**src/rtl/chs_pkg.sv**
```systemverilog
package chs_pkg;

  localparam int SPT      = 17;
  localparam int HEAD_W   = 5;
  localparam int DRV_W    = 2;
  localparam int CYL_W    = 10;
  localparam int SEC_W    = 5;
  localparam int CMD_LEN  = 6;

  localparam logic [7:0] OPC_READ  = 8'h08;
  localparam logic [7:0] OPC_WRITE = 8'h0A;

  typedef enum logic [1:0] {
    ST_IDLE,
    ST_DIV_CYL,
    ST_DIV_HEAD,
    ST_SEND
  } chs_state_e;

  // byte 0 sits in the low lane, byte 5 in the high lane
  function automatic logic [CMD_LEN*8-1:0] pack_cmd(
    input logic              wr,
    input logic [DRV_W-1:0]  drv,
    input logic [HEAD_W-1:0] head,
    input logic [CYL_W-1:0]  cyl,
    input logic [SEC_W-1:0]  sec,
    input logic [7:0]        cnt,
    input logic [7:0]        ctl
  );
    logic [7:0] b0, b1, b2, b3;
    b0 = wr ? OPC_WRITE : OPC_READ;
    b1 = {1'b0, drv, head};
    b2 = {cyl[9:8], 1'b0, sec};
    b3 = cyl[7:0];
    return {ctl, cnt, b3, b2, b1, b0};
  endfunction

endpackage

```
**src/rtl/chs_seq_div.sv**
```systemverilog
module chs_seq_div #(
  parameter int N = 24,
  parameter int D = 10
) (
  input  logic         clk,
  input  logic         rst_n,
  input  logic         start,
  input  logic [N-1:0] dividend,
  input  logic [D-1:0] divisor,
  output logic         done,
  output logic [N-1:0] quot,
  output logic [D-1:0] rem
);
  localparam int CW = $clog2(N + 1);

  logic [N-1:0]  q_r;
  logic [D-1:0]  r_r;
  logic [D-1:0]  dv_r;
  logic [CW-1:0] cnt_r;
  logic          run_r;
  logic          done_r;
  logic [D:0]    trial;
  logic [D:0]    diff;
  logic          ge;

  always_comb begin
    trial = {r_r, q_r[N-1]};
    ge    = trial >= {1'b0, dv_r};
    diff  = trial - {1'b0, dv_r};
  end

  always_ff @(posedge clk) begin
    if (!rst_n) begin
      q_r    <= '0;
      r_r    <= '0;
      dv_r   <= '0;
      cnt_r  <= '0;
      run_r  <= 1'b0;
      done_r <= 1'b0;
    end else if (start) begin
      q_r    <= dividend;
      r_r    <= '0;
      dv_r   <= divisor;
      cnt_r  <= CW'(N);
      run_r  <= 1'b1;
      done_r <= 1'b0;
    end else if (run_r) begin
      q_r   <= {q_r[N-2:0], ge};
      r_r   <= ge ? diff[D-1:0] : trial[D-1:0];
      cnt_r <= cnt_r - 1'b1;
      if (cnt_r == CW'(1)) begin
        run_r  <= 1'b0;
        done_r <= 1'b1;
      end
    end else begin
      done_r <= 1'b0;
    end
  end

  assign done = done_r;
  assign quot = q_r;
  assign rem  = r_r;


  rem_below_divisor_chk: assert property (@(posedge clk) disable iff (!rst_n)
    done |-> (rem < dv_r));


  done_single_chk: assert property (@(posedge clk) disable iff (!rst_n)
    done |=> !done);

endmodule

```
**src/rtl/chs_byte_tx.sv**
```systemverilog
module chs_byte_tx #(
  parameter int NB = 6
) (
  input  logic            clk,
  input  logic            rst_n,
  input  logic            load,
  input  logic [NB*8-1:0] bytes_in,
  input  logic            out_ready,
  output logic            out_valid,
  output logic [7:0]      out_data,
  output logic            out_last,
  output logic            fin
);
  localparam int IW = $clog2(NB);

  logic [NB*8-1:0] buf_r;
  logic [IW-1:0]   idx_r;
  logic            vld_r;
  logic [7:0]      lane [NB];

  genvar g;
  generate
    for (g = 0; g < NB; g++) begin : g_lane
      assign lane[g] = buf_r[g*8 +: 8];
    end
  endgenerate

  assign out_valid = vld_r;
  assign out_data  = lane[idx_r];
  assign out_last  = vld_r && (idx_r == IW'(NB - 1));
  assign fin       = vld_r && out_ready && out_last;

  always_ff @(posedge clk) begin
    if (!rst_n) begin
      buf_r <= '0;
      idx_r <= '0;
      vld_r <= 1'b0;
    end else if (load) begin
      buf_r <= bytes_in;
      idx_r <= '0;
      vld_r <= 1'b1;
    end else if (vld_r && out_ready) begin
      if (out_last) vld_r <= 1'b0;
      else          idx_r <= idx_r + 1'b1;
    end
  end


  stall_hold_chk: assert property (@(posedge clk) disable iff (!rst_n)
    (out_valid && !out_ready) |=> (out_valid && $stable(out_data) && $stable(out_last)));


  last_has_valid_chk: assert property (@(posedge clk) disable iff (!rst_n)
    out_last |-> out_valid);


  drop_after_last_chk: assert property (@(posedge clk) disable iff (!rst_n)
    (out_valid && out_ready && out_last) |=> !out_valid);

endmodule

```
**src/rtl/chs_cmd_builder.sv**
```systemverilog
module chs_cmd_builder
  import chs_pkg::*;
#(
  parameter int BLK_W = 24
) (
  input  logic              clk,
  input  logic              rst_n,
  input  logic              start,
  input  logic [BLK_W-1:0]  blk_num,
  input  logic [1:0]        drive_sel,
  input  logic              op_write,
  input  logic [7:0]        xfer_count,
  input  logic [4:0]        head_count,
  input  logic [7:0]        ctrl_byte,
  output logic              busy,
  output logic              err,
  output logic              out_valid,
  input  logic              out_ready,
  output logic [7:0]        out_data,
  output logic              out_last
);
  localparam int DV_W = HEAD_W + 5;   // 31*17 fits in 10 bits

  chs_state_e st_r;

  logic [DRV_W-1:0] drv_r;
  logic             wr_r;
  logic [7:0]       cnt_r;
  logic [7:0]       ctl_r;
  logic [CYL_W-1:0] cyl_r;
  logic             err_r;

  logic             div_start;
  logic [BLK_W-1:0] div_dvd;
  logic [DV_W-1:0]  div_dvs;
  logic             div_done;
  logic [BLK_W-1:0] div_quot;
  logic [DV_W-1:0]  div_rem;
  logic             cyl_ovf;
  logic             tx_load;
  logic             tx_fin;
  logic [CMD_LEN*8-1:0] cmd_bytes;

  assign cyl_ovf = |div_quot[BLK_W-1:CYL_W];

  always_comb begin
    div_start = 1'b0;
    div_dvd   = blk_num;
    div_dvs   = DV_W'(head_count) * DV_W'(SPT);
    case (st_r)
      ST_IDLE:    div_start = start && (head_count != '0);
      ST_DIV_CYL: begin
        div_dvd   = BLK_W'(div_rem);
        div_dvs   = DV_W'(SPT);
        div_start = div_done && !cyl_ovf;
      end
      default: ;
    endcase
  end

  chs_seq_div #(.N(BLK_W), .D(DV_W)) u_div (
    .clk      (clk),
    .rst_n    (rst_n),
    .start    (div_start),
    .dividend (div_dvd),
    .divisor  (div_dvs),
    .done     (div_done),
    .quot     (div_quot),
    .rem      (div_rem)
  );

  assign tx_load   = (st_r == ST_DIV_HEAD) && div_done;
  assign cmd_bytes = pack_cmd(wr_r, drv_r, div_quot[HEAD_W-1:0], cyl_r,
                              div_rem[SEC_W-1:0], cnt_r, ctl_r);

  chs_byte_tx #(.NB(CMD_LEN)) u_tx (
    .clk       (clk),
    .rst_n     (rst_n),
    .load      (tx_load),
    .bytes_in  (cmd_bytes),
    .out_ready (out_ready),
    .out_valid (out_valid),
    .out_data  (out_data),
    .out_last  (out_last),
    .fin       (tx_fin)
  );

  always_ff @(posedge clk) begin
    if (!rst_n) begin
      st_r  <= ST_IDLE;
      drv_r <= '0;
      wr_r  <= 1'b0;
      cnt_r <= '0;
      ctl_r <= '0;
      cyl_r <= '0;
      err_r <= 1'b0;
    end else begin
      case (st_r)
        ST_IDLE: if (start) begin
          if (head_count == '0) begin
            err_r <= 1'b1;
          end else begin
            err_r <= 1'b0;
            drv_r <= drive_sel;
            wr_r  <= op_write;
            cnt_r <= xfer_count;
            ctl_r <= ctrl_byte;
            st_r  <= ST_DIV_CYL;
          end
        end
        ST_DIV_CYL: if (div_done) begin
          if (cyl_ovf) begin
            err_r <= 1'b1;
            st_r  <= ST_IDLE;
          end else begin
            cyl_r <= div_quot[CYL_W-1:0];
            st_r  <= ST_DIV_HEAD;
          end
        end
        ST_DIV_HEAD: if (div_done) st_r <= ST_SEND;
        ST_SEND:     if (tx_fin)   st_r <= ST_IDLE;
        default:     st_r <= ST_IDLE;
      endcase
    end
  end

  assign busy = (st_r != ST_IDLE);
  assign err  = err_r;


  err_silent_chk: assert property (@(posedge clk) disable iff (!rst_n)
    err |-> !out_valid);


  zero_heads_chk: assert property (@(posedge clk) disable iff (!rst_n)
    (start && !busy && (head_count == '0)) |=> (err && !busy));


  opcode_first_chk: assert property (@(posedge clk) disable iff (!rst_n)
    $rose(out_valid) |-> (out_data == OPC_READ || out_data == OPC_WRITE));


  err_clear_chk: assert property (@(posedge clk) disable iff (!rst_n)
    (start && !busy && (head_count != '0)) |=> (!err && busy));

endmodule

```
**config.mk**
```make
export PLATFORM = sky130hd
export DESIGN_NAME = chs_cmd_builder
export DESIGN_NICKNAME = d
export VERILOG_FILES = /design/src/rtl/chs_pkg.sv /design/src/rtl/chs_seq_div.sv /design/src/rtl/chs_byte_tx.sv /design/src/rtl/chs_cmd_builder.sv
export SDC_FILE = /design/constraint.sdc
export NUM_CORES = 1
export LEC_CHECK = 0
export ABC_AREA = 1
export BUFFER_PORTS_ARGS = -buffer_cell sky130_fd_sc_hd__buf_2
export CAP_MARGIN = 10
export CORE_ASPECT_RATIO = 0.9
export CORE_MARGIN = 2
export CORE_UTILIZATION = 42
export CTS_BUF_LIST = sky130_fd_sc_hd__clkbuf_8
export DETAILED_ROUTE_END_ITERATION = 10
export SLEW_MARGIN = 20
export SYNTH_ARGS = -nofsm -noshare
export SYNTH_HDL_FRONTEND = slang
export SYNTH_HIERARCHICAL = 1
export SYNTH_SLANG_ARGS = --single-unit
```
**constraint.sdc**
```tcl
create_clock -name clk -period 2.42 [get_ports clk]
set_input_delay 0.242 -clock clk [delete_from_list [all_inputs] [get_ports clk]]
set_output_delay 0.242 -clock clk [all_outputs]
set_load 0.05 [all_outputs]
```
==> flow_metrics.py, run 1 <==
metrics = {
    "setup_path": {
        "worstSetupPathType": "flop to output pin",
        "cp.arrival_ns": 1.95,
        "cp_data_required_time_ns": 2.18,
        "critPathLaunchType": "flop",
        "crit_path_cell_trace": "inv_2, ha_1, nand3_1, inv_1, buf_2",
        "cpPeakStageDelay_ns": 0.60,
        "crit_fanout": 11,
        "crit_path_end_kind": "output pin",
        "crit_buf_inv": 3,
        "cpMaxStageDelayCell": "dfxtp_1",
        "critPathTopFamily": "flip-flops",
    },
    "sta": {
        "fin_skew_ns": 0.0139,
        "max_slew_margin_pct": 56.7,
        "hold_viol": 0,
        "hold-worst-slack_ns": 0.0427,
        "worst_slew_pin_slew_ns": 0.649,
        "fin_setup_tns_ns": 0,
        "setup_viol": 0,
        "min_period_ns": 2.19,
        "rsz0062_at_grt": "false",
        "drv_slew": 0,
        "fmax_ghz": 0.456,
        "period_share_pct": 90.6,
    },
    "route": {
        "ant_nets": 0,
        "drtIter0Drc": 406,
        "avgRoutedWirePerCell_um": 12.7,
        "wirelength_um": 16700,
        "vias_per_cell": 4.75,
        "firstDrtPassIters": 6,
        "drc": 0,
        "vias": 6273,
    },
    "die": {
        "die_w_um": 139,
        "initial_core_util_pct": 42.7,
        "num_rows": 44,
        "coreArea_um2": 16100,
        "die_height_um": 125,
        "die_area_um2": 17400,
        "io_pins": 64,
    },
    "finish": {
        "regArea_um2": 2700,
        "nets": 1170,
        "drive_gt1_share_pct": 13.3,
        "multiInputGateArea_um2": 3360,
        "diodes": 0,
        "nFillCells": 1711,
        "syn_to_final_growth_pct": 13.1,
    },
    "global_route": {
        "grt_pass1_wl_um": 28600,
        "grt_max_degree": 74,
        "grt_pass1_vias": 5863,
        "grtUsageMet2_pct": 31.3,
        "grtUsageTotal_pct": 20.1,
        "globalRouteMet1Util_pct": 28.5,
        "grt_busiest_layer": "met2",
        "grt_overflow": 0,
        "antenna_found_initial": 0,
        "grt.met3_usage_pct": 4.71,
    },
    "synthesis": {
        "syn_avg_cell_area_um2": 6.58,
        "ys_async_sr_fraction_pct": 0,
        "ys_seq_area_share_pct": 39.3,
        "ys_ff_latch": 135,
        "synth_ff_type": "dfxtp_1",
        "synth_area_um2": 6870,
        "synthCells": 1045,
        "ys_types": 36,
        "yosys_warnings": 6,
        "synth_edf_count": 0,
    },
    "min_path": {
        "min_path_type": "primary input to flop",
    },
    "clocking": {
        "clkSlewWorstSetupHoldPaths_ns": 0.08,
        "clock_sinks": 135,
        "htreeDepth": 4,
        "cts_root_buffer": "clkbuf_8",
        "cts_tree": "built",
        "max-clock-path-buffers": 2,
        "cts_hold_buf": 0,
        "clk_latency_ns": 0.44,
        "cts_inserted_buffers": 17,
    },
    "placement": {
        "dpl.hpwl_um": 11800,
        "io_buffers": 63,
        "gp_congestion": 0.802,
    },
    "run": {
        "maxCapViolCount": 0,
    },
    "status": {
        "status": "finished clean",
    },
    "power_and_ir_drop": {
        "power_density_nw_per_um2": 944,
        "ir_drop_mv": 0.588,
        "leakage_nw": 3.91,
    },
}
final cells by class:
| type | instances | share of cell area (%) |
|---|---|---|
| clock inverters | 15 | 2.14 |
| multi-input cells | 710 | 43.2 |
| well taps | 207 | 3.33 |
| inverters | 156 | 7.56 |
| repair buffers | 80 | 6.02 |
| flip-flops and latches | 135 | 34.8 |
| clock buffers | 17 | 3.01 |
metal layers:
metal	wire [um]	up-vias
met5	0	-
met4	110	0
met3	848	10
met2	7180	108
met1	8600	2794
li1	-	3361
cells by family after synthesis:
group | Yosys count | share of synthesized area (%)
buffers and inverters | 207 | 12.2
adder cells (fa/ha/maj) | 18 | 3.39
AO/OA/AOI/OAI | 186 | 14.8
XOR/XNOR | 3 | 0.382
AND/OR/NAND/NOR | 494 | 29.7
other | 2 | 0.109
flip-flops | 135 | 39.3
tightest hold or removal path, delay by kind of cell:
family | cells | cell delay [ns]
AO/OA/AOI/OAI | 1 | 0.07
buffers and inverters | 1 | 0.07
AND/OR/NAND/NOR | 1 | 0.07
placed cells by master, fill, tap and decap left out, types with 3 or more instances in the layout:
master / n
xnor2_1: 3
clkbuf_8: 17
conb_1: 9
a31oi_1: 5
a22oi_1: 7
nand4_1: 4
clkinvlp_4: 5
o221ai_1: 4
nor2_1: 153
ha_1: 17
inv_6: 6
inv_2: 6
nand3b_1: 12
nand2_1: 254
o21ai_0: 92
a21oi_1: 59
o211ai_1: 14
nand3_1: 41
inv_1: 149
nand2_2: 8
dfxtp_1: 134
buf_4: 15
or2_2: 11
nor2_2: 5
buf_2: 63
worst paths after layout:
check | startpoint | end | slack [ns] | depth (start not counted)
max | u_tx/idx_r[1]$_SDFFE_PP0P_ | out_last | 0.23 | 5
min | xfer_count[0] | cnt_r[0]$_SDFFE_PN0P_ | 0.04 | 3
max reg2reg | u_div/rem[1]$_SDFFE_PP0P_ | u_div/rem[5]$_SDFFE_PP0P_ | 0.44 | 10
min reg2reg | err$_SDFFE_PN0P_ | err$_SDFFE_PN0P_ | 0.45 | 2
stage by stage:
stage               worst slack [ns]  power, W  area [um^2]  util [%]  cells
global route                  0.0516   0.00794         7770      48.4   1320
floorplan                      0.452   0.00494         6900         -   1052
detailed placement             0.439   0.00548         7370      45.9   1288
global placement               0.414   0.00546         7370      45.9   1288
CTS                         0.000631   0.00738         7770      48.4   1320
finish                         0.227   0.00734         7770      48.4   1320
where the power goes:
part           leakage [nW]  switching, W  internal, W
registers              1.10      0.000186      0.00247
logic                  2.62       0.00179     0.000998
clock network         0.188      0.000953     0.000938
total                  3.91       0.00293      0.00441
state kept, by name (all words and copies together) (netlist names), named ones only:
register,flops
u_tx/buf_r,48
u_div/quot,24
cyl_r,10
u_div/dv_r,10
u_div/rem,10
cnt_r,8
ctl_r,8
u_div/cnt_r,5
u_tx/idx_r,3
drv_r,2
err,1
st_r,1
u_div/done,1
u_div/run_r,1
u_tx/out_valid,1
wr_r,1
timing repair:
item	4_1_cts	5_1_grt
gates resized for setup	0	1
setup buffers	0	0
endpoints found under the setup margin	0	8
Yosys cell counts (3+ instances only):
master / count / area share [%]
o211ai_1: 14 / 1.5
dfxtp_1: 135 / 39
a31oi_1: 5 / 0.46
buf_6: 4 / 0.66
inv_1: 149 / 8.1
clkbuf_1: 21 / 1.1
o21ai_0: 92 / 6.7
nand2_1: 254 / 14
nand2_2: 8 / 0.73
o221ai_1: 4 / 0.51
nor2_1: 153 / 8.4
buf_2: 19 / 1.4
a21oi_1: 59 / 4.3
nor2_2: 5 / 0.46
or2_2: 11 / 1.0
xnor2_1: 3 / 0.38
nand4_1: 4 / 0.36
ha_1: 17 / 3.1
nand3_1: 41 / 3.0
nand3b_1: 12 / 1.3
a22oi_1: 7 / 0.76
buf_1: 4 / 0.22
inv_2: 6 / 0.33
(Power assumes the default switching activity.)
==> run 2, diff against run 1 <==
--- a/config.mk
+++ b/config.mk
@@ -5,7 +5,7 @@
 export SDC_FILE = /design/constraint.sdc
 export NUM_CORES = 1
 export LEC_CHECK = 0
-export ABC_AREA = 1
+export ABC_AREA = 0
 export BUFFER_PORTS_ARGS = -buffer_cell sky130_fd_sc_hd__buf_2
 export CAP_MARGIN = 10
 export CORE_ASPECT_RATIO = 0.9
==> flow_metrics.py, run 2 <==
metrics = {
    "status": {
        "status": "finished clean",
    },
    "finish": {
        "drive_gt1_share_pct": 15.1,
        "mostFrequentLayoutCell": "dfxtp_1",
        "nets": 900,
        "syn_to_final_growth_pct": 12.6,
        "diodes": 0,
        "nFillCells": 1561,
        "top_register": "u_tx/buf_r",
        "layout_common_cells": "dfxtp_1 (134), mux2i_1 (120), nand2_1 (107), nor2b_1 (66), buf_2 (62)",
        "largest_reg_flops": 48,
    },
    "die": {
        "die_area_um2": 17500,
        "io_pins": 64,
        "num_rows": 44,
        "initial_core_util_pct": 42.9,
        "die_w_um": 139,
        "coreArea_um2": 16100,
        "die_height_um": 126,
    },
    "synthesis": {
        "synth_ff_type": "dfxtp_1",
        "synth_area_um2": 6920,
        "synth_common_cells": "dfxtp_1 (135), mux2i_1 (120), nand2_1 (107)",
        "syn_avg_cell_area_um2": 8.93,
        "ys_top_cells_by_area": "dfxtp_1 (39%), mux2i_1 (17%), nor2b_1 (6.0%)",
        "yosys_warnings": 6,
        "synthCells": 775,
        "yosys.area.top_type": "dfxtp_1",
        "ys_ff_latch": 135,
        "ys_async_sr_fraction_pct": 0,
        "ys_seq_area_share_pct": 39.0,
        "ys_types": 62,
        "yosysMostFrequentCell": "dfxtp_1",
        "synth_edf_count": 0,
        "synth_top_area_share_pct": 39.0,
    },
    "clocking": {
        "clkSlewWorstSetupHoldPaths_ns": 0.08,
        "clk_latency_ns": 0.44,
        "clock_sinks": 135,
        "cts_root_buffer": "clkbuf_8",
        "htreeDepth": 4,
        "cts_inserted_buffers": 17,
        "max-clock-path-buffers": 2,
        "cts_tree": "built",
        "cts_hold_buf": 0,
    },
    "sta": {
        "drv_slew": 0,
        "worst_slew_pin_slew_ns": 0.608,
        "min_period_ns": 2.29,
        "setup_viol": 0,
        "max_slew_margin_pct": 59.4,
        "fin_setup_tns_ns": 0,
        "period_share_pct": 94.8,
        "fmax_ghz": 0.436,
        "hold_viol": 0,
        "fin_skew_ns": 0.0178,
        "rsz0062_at_grt": "true",
    },
    "setup_path": {
        "cpMaxStageDelayCell": "fa_1",
        "r2r-end": "u_div/rem[8]$_SDFFE_PP0P_",
        "path_depth": 10,
        "cp.arrival_ns": 2.60,
        "r2r_setup_slack_ns": 0.13,
        "cp_data_required_time_ns": 2.72,
        "crit_buf_inv": 2,
        "path_common_cell": "inv_1",
        "crit_fanout": 4,
        "crit_path_cell_trace": "inv_1, ha_1, inv_1, fa_1, a211oi_1, nor2_1, o41ai_2, xnor2_1, mux2i_1, a21oi_1",
        "r2r-start": "u_div/quot[23]$_SDFFE_PN0P_",
        "crit_start": "u_div/quot[23]$_SDFFE_PN0P_",
        "critPathLaunchType": "flop",
        "worstSetupPathType": "flop to flop",
        "crit_path_end_kind": "flop",
        "critPathTopFamily": "compound AO/OA/AOI/OAI gates",
        "r2r_cells": 10,
        "cpPeakStageDelay_ns": 0.43,
        "crit_end": "u_div/rem[8]$_SDFFE_PP0P_",
    },
    "route": {
        "vias": 5365,
        "vias_per_cell": 5.12,
        "drtIter0Drc": 283,
        "ant_nets": 0,
        "drc": 0,
        "avgRoutedWirePerCell_um": 14.8,
        "wirelength_um": 15500,
        "firstDrtPassIters": 5,
    },
    "global_route": {
        "grt_pass1_wl_um": 25600,
        "grt_max_degree": 142,
        "grt_pass1_vias": 5161,
        "grt_overflow": 0,
        "grtUsageTotal_pct": 18.0,
        "antenna_found_initial": 0,
    },
    "power_and_ir_drop": {
        "leakage_nw": 2.89,
        "power_density_nw_per_um2": 667,
        "power_w": 0.00520,
        "ir_drop_mv": 0.357,
    },
    "run": {
        "maxCapViolCount": 0,
    },
    "placement": {
        "dpl.hpwl_um": 10900,
        "io_buffers": 63,
        "gp_congestion": 0.937,
    },
    "min_path": {
        "worstHoldStart": "xfer_count[1]",
        "min_path_type": "primary input to flop",
    },
}
==> run 2: area by class of cell <==
class | instances | area (um^2) | share of cell area, %
Clock inverter | 12 | 139 | 1.78
Inverter | 20 | 76.3 | 0.979
Timing Repair Buffer | 79 | 475 | 6.10
Sequential cell | 135 | 2700 | 34.7
Tap cell | 207 | 259 | 3.32
Clock buffer | 18 | 248 | 3.18
Multi-Input combinational cell | 577 | 3890 | 50.0
==> run 2: power by group <==
group | switching, W | internal (W)
Sequential | 0.0000745 | 0.00231
Clock | 0.000833 | 0.00102
Combinational | 0.000526 | 0.000438
Total | 0.00143 | 0.00376
==> run 2: worst min-delay path by stage <==
stage	to	slack (ns)	cells after the start
global route	cnt_r[1]$_SDFFE_PN0P_	0.01	3
finish	cnt_r[1]$_SDFFE_PN0P_	0.04	3
floorplan	cnt_r[0]$_SDFFE_PN0P_	0.37	2
CTS	ctl_r[7]$_SDFFE_PN0P_	0.01	3
global placement	cyl_r[4]$_SDFFE_PN0P_	0.44	2
detailed placement	cyl_r[1]$_SDFFE_PN0P_	0.45	2
==> run 2: per-layer routing <==
layer / global-route usage (%) / vias up / share of wire [%]
met1: 24.8 / 2514 / 50
met2: 28.7 / 91 / 45
met5: 0 / - / 0
met4: 4.10 / 0 / 0.44
li1: - / 2754 / -
met3: 4.45 / 6 / 3.9
==> run 2: cells by family (layout without fill, tap and decap cells) <==
logic type,count (synthesis),in the layout,synth area share (%)
multiplexers,120,120,17.3
adder cells (fa/ha/maj),18,18,3.36
other,2,9,0.108
AND/OR/NAND/NOR,304,304,22.6
flip-flops,135,135,39.0
buffers and inverters,70,129,5.44
XOR/XNOR,12,12,1.52
AO/OA/AOI/OAI,114,114,10.6
==> run 2: tightest hold or removal path, cell delays in order <==
cell and delay, ns:
buf_2 0.10, nand2_1 0.05, o21ai_1 0.05
==> run 2: per-stage QoR <==
stage | hold WS, ns | cell area (um^2) | utilization (%) | setup slack [ns] | std cells
global route | 0.0109 | 7800 | 48.3 | -0.000797 | 1048
floorplan | 0.375 | 6950 | - | 0.283 | 782
finish | 0.0400 | 7800 | 48.3 | 0.126 | 1048
detailed placement | 0.454 | 7370 | 45.7 | 0.0448 | 1016
global placement | 0.443 | 7370 | 45.7 | 0.197 | 1016
CTS | 0.0144 | 7760 | 48.1 | 0.0247 | 1046
==> run 2: what timing repair did <==
action,4_1_cts,5_1_grt
setup endpoints to repair,0,4
resized for setup,0,1
buffers inserted,0,2
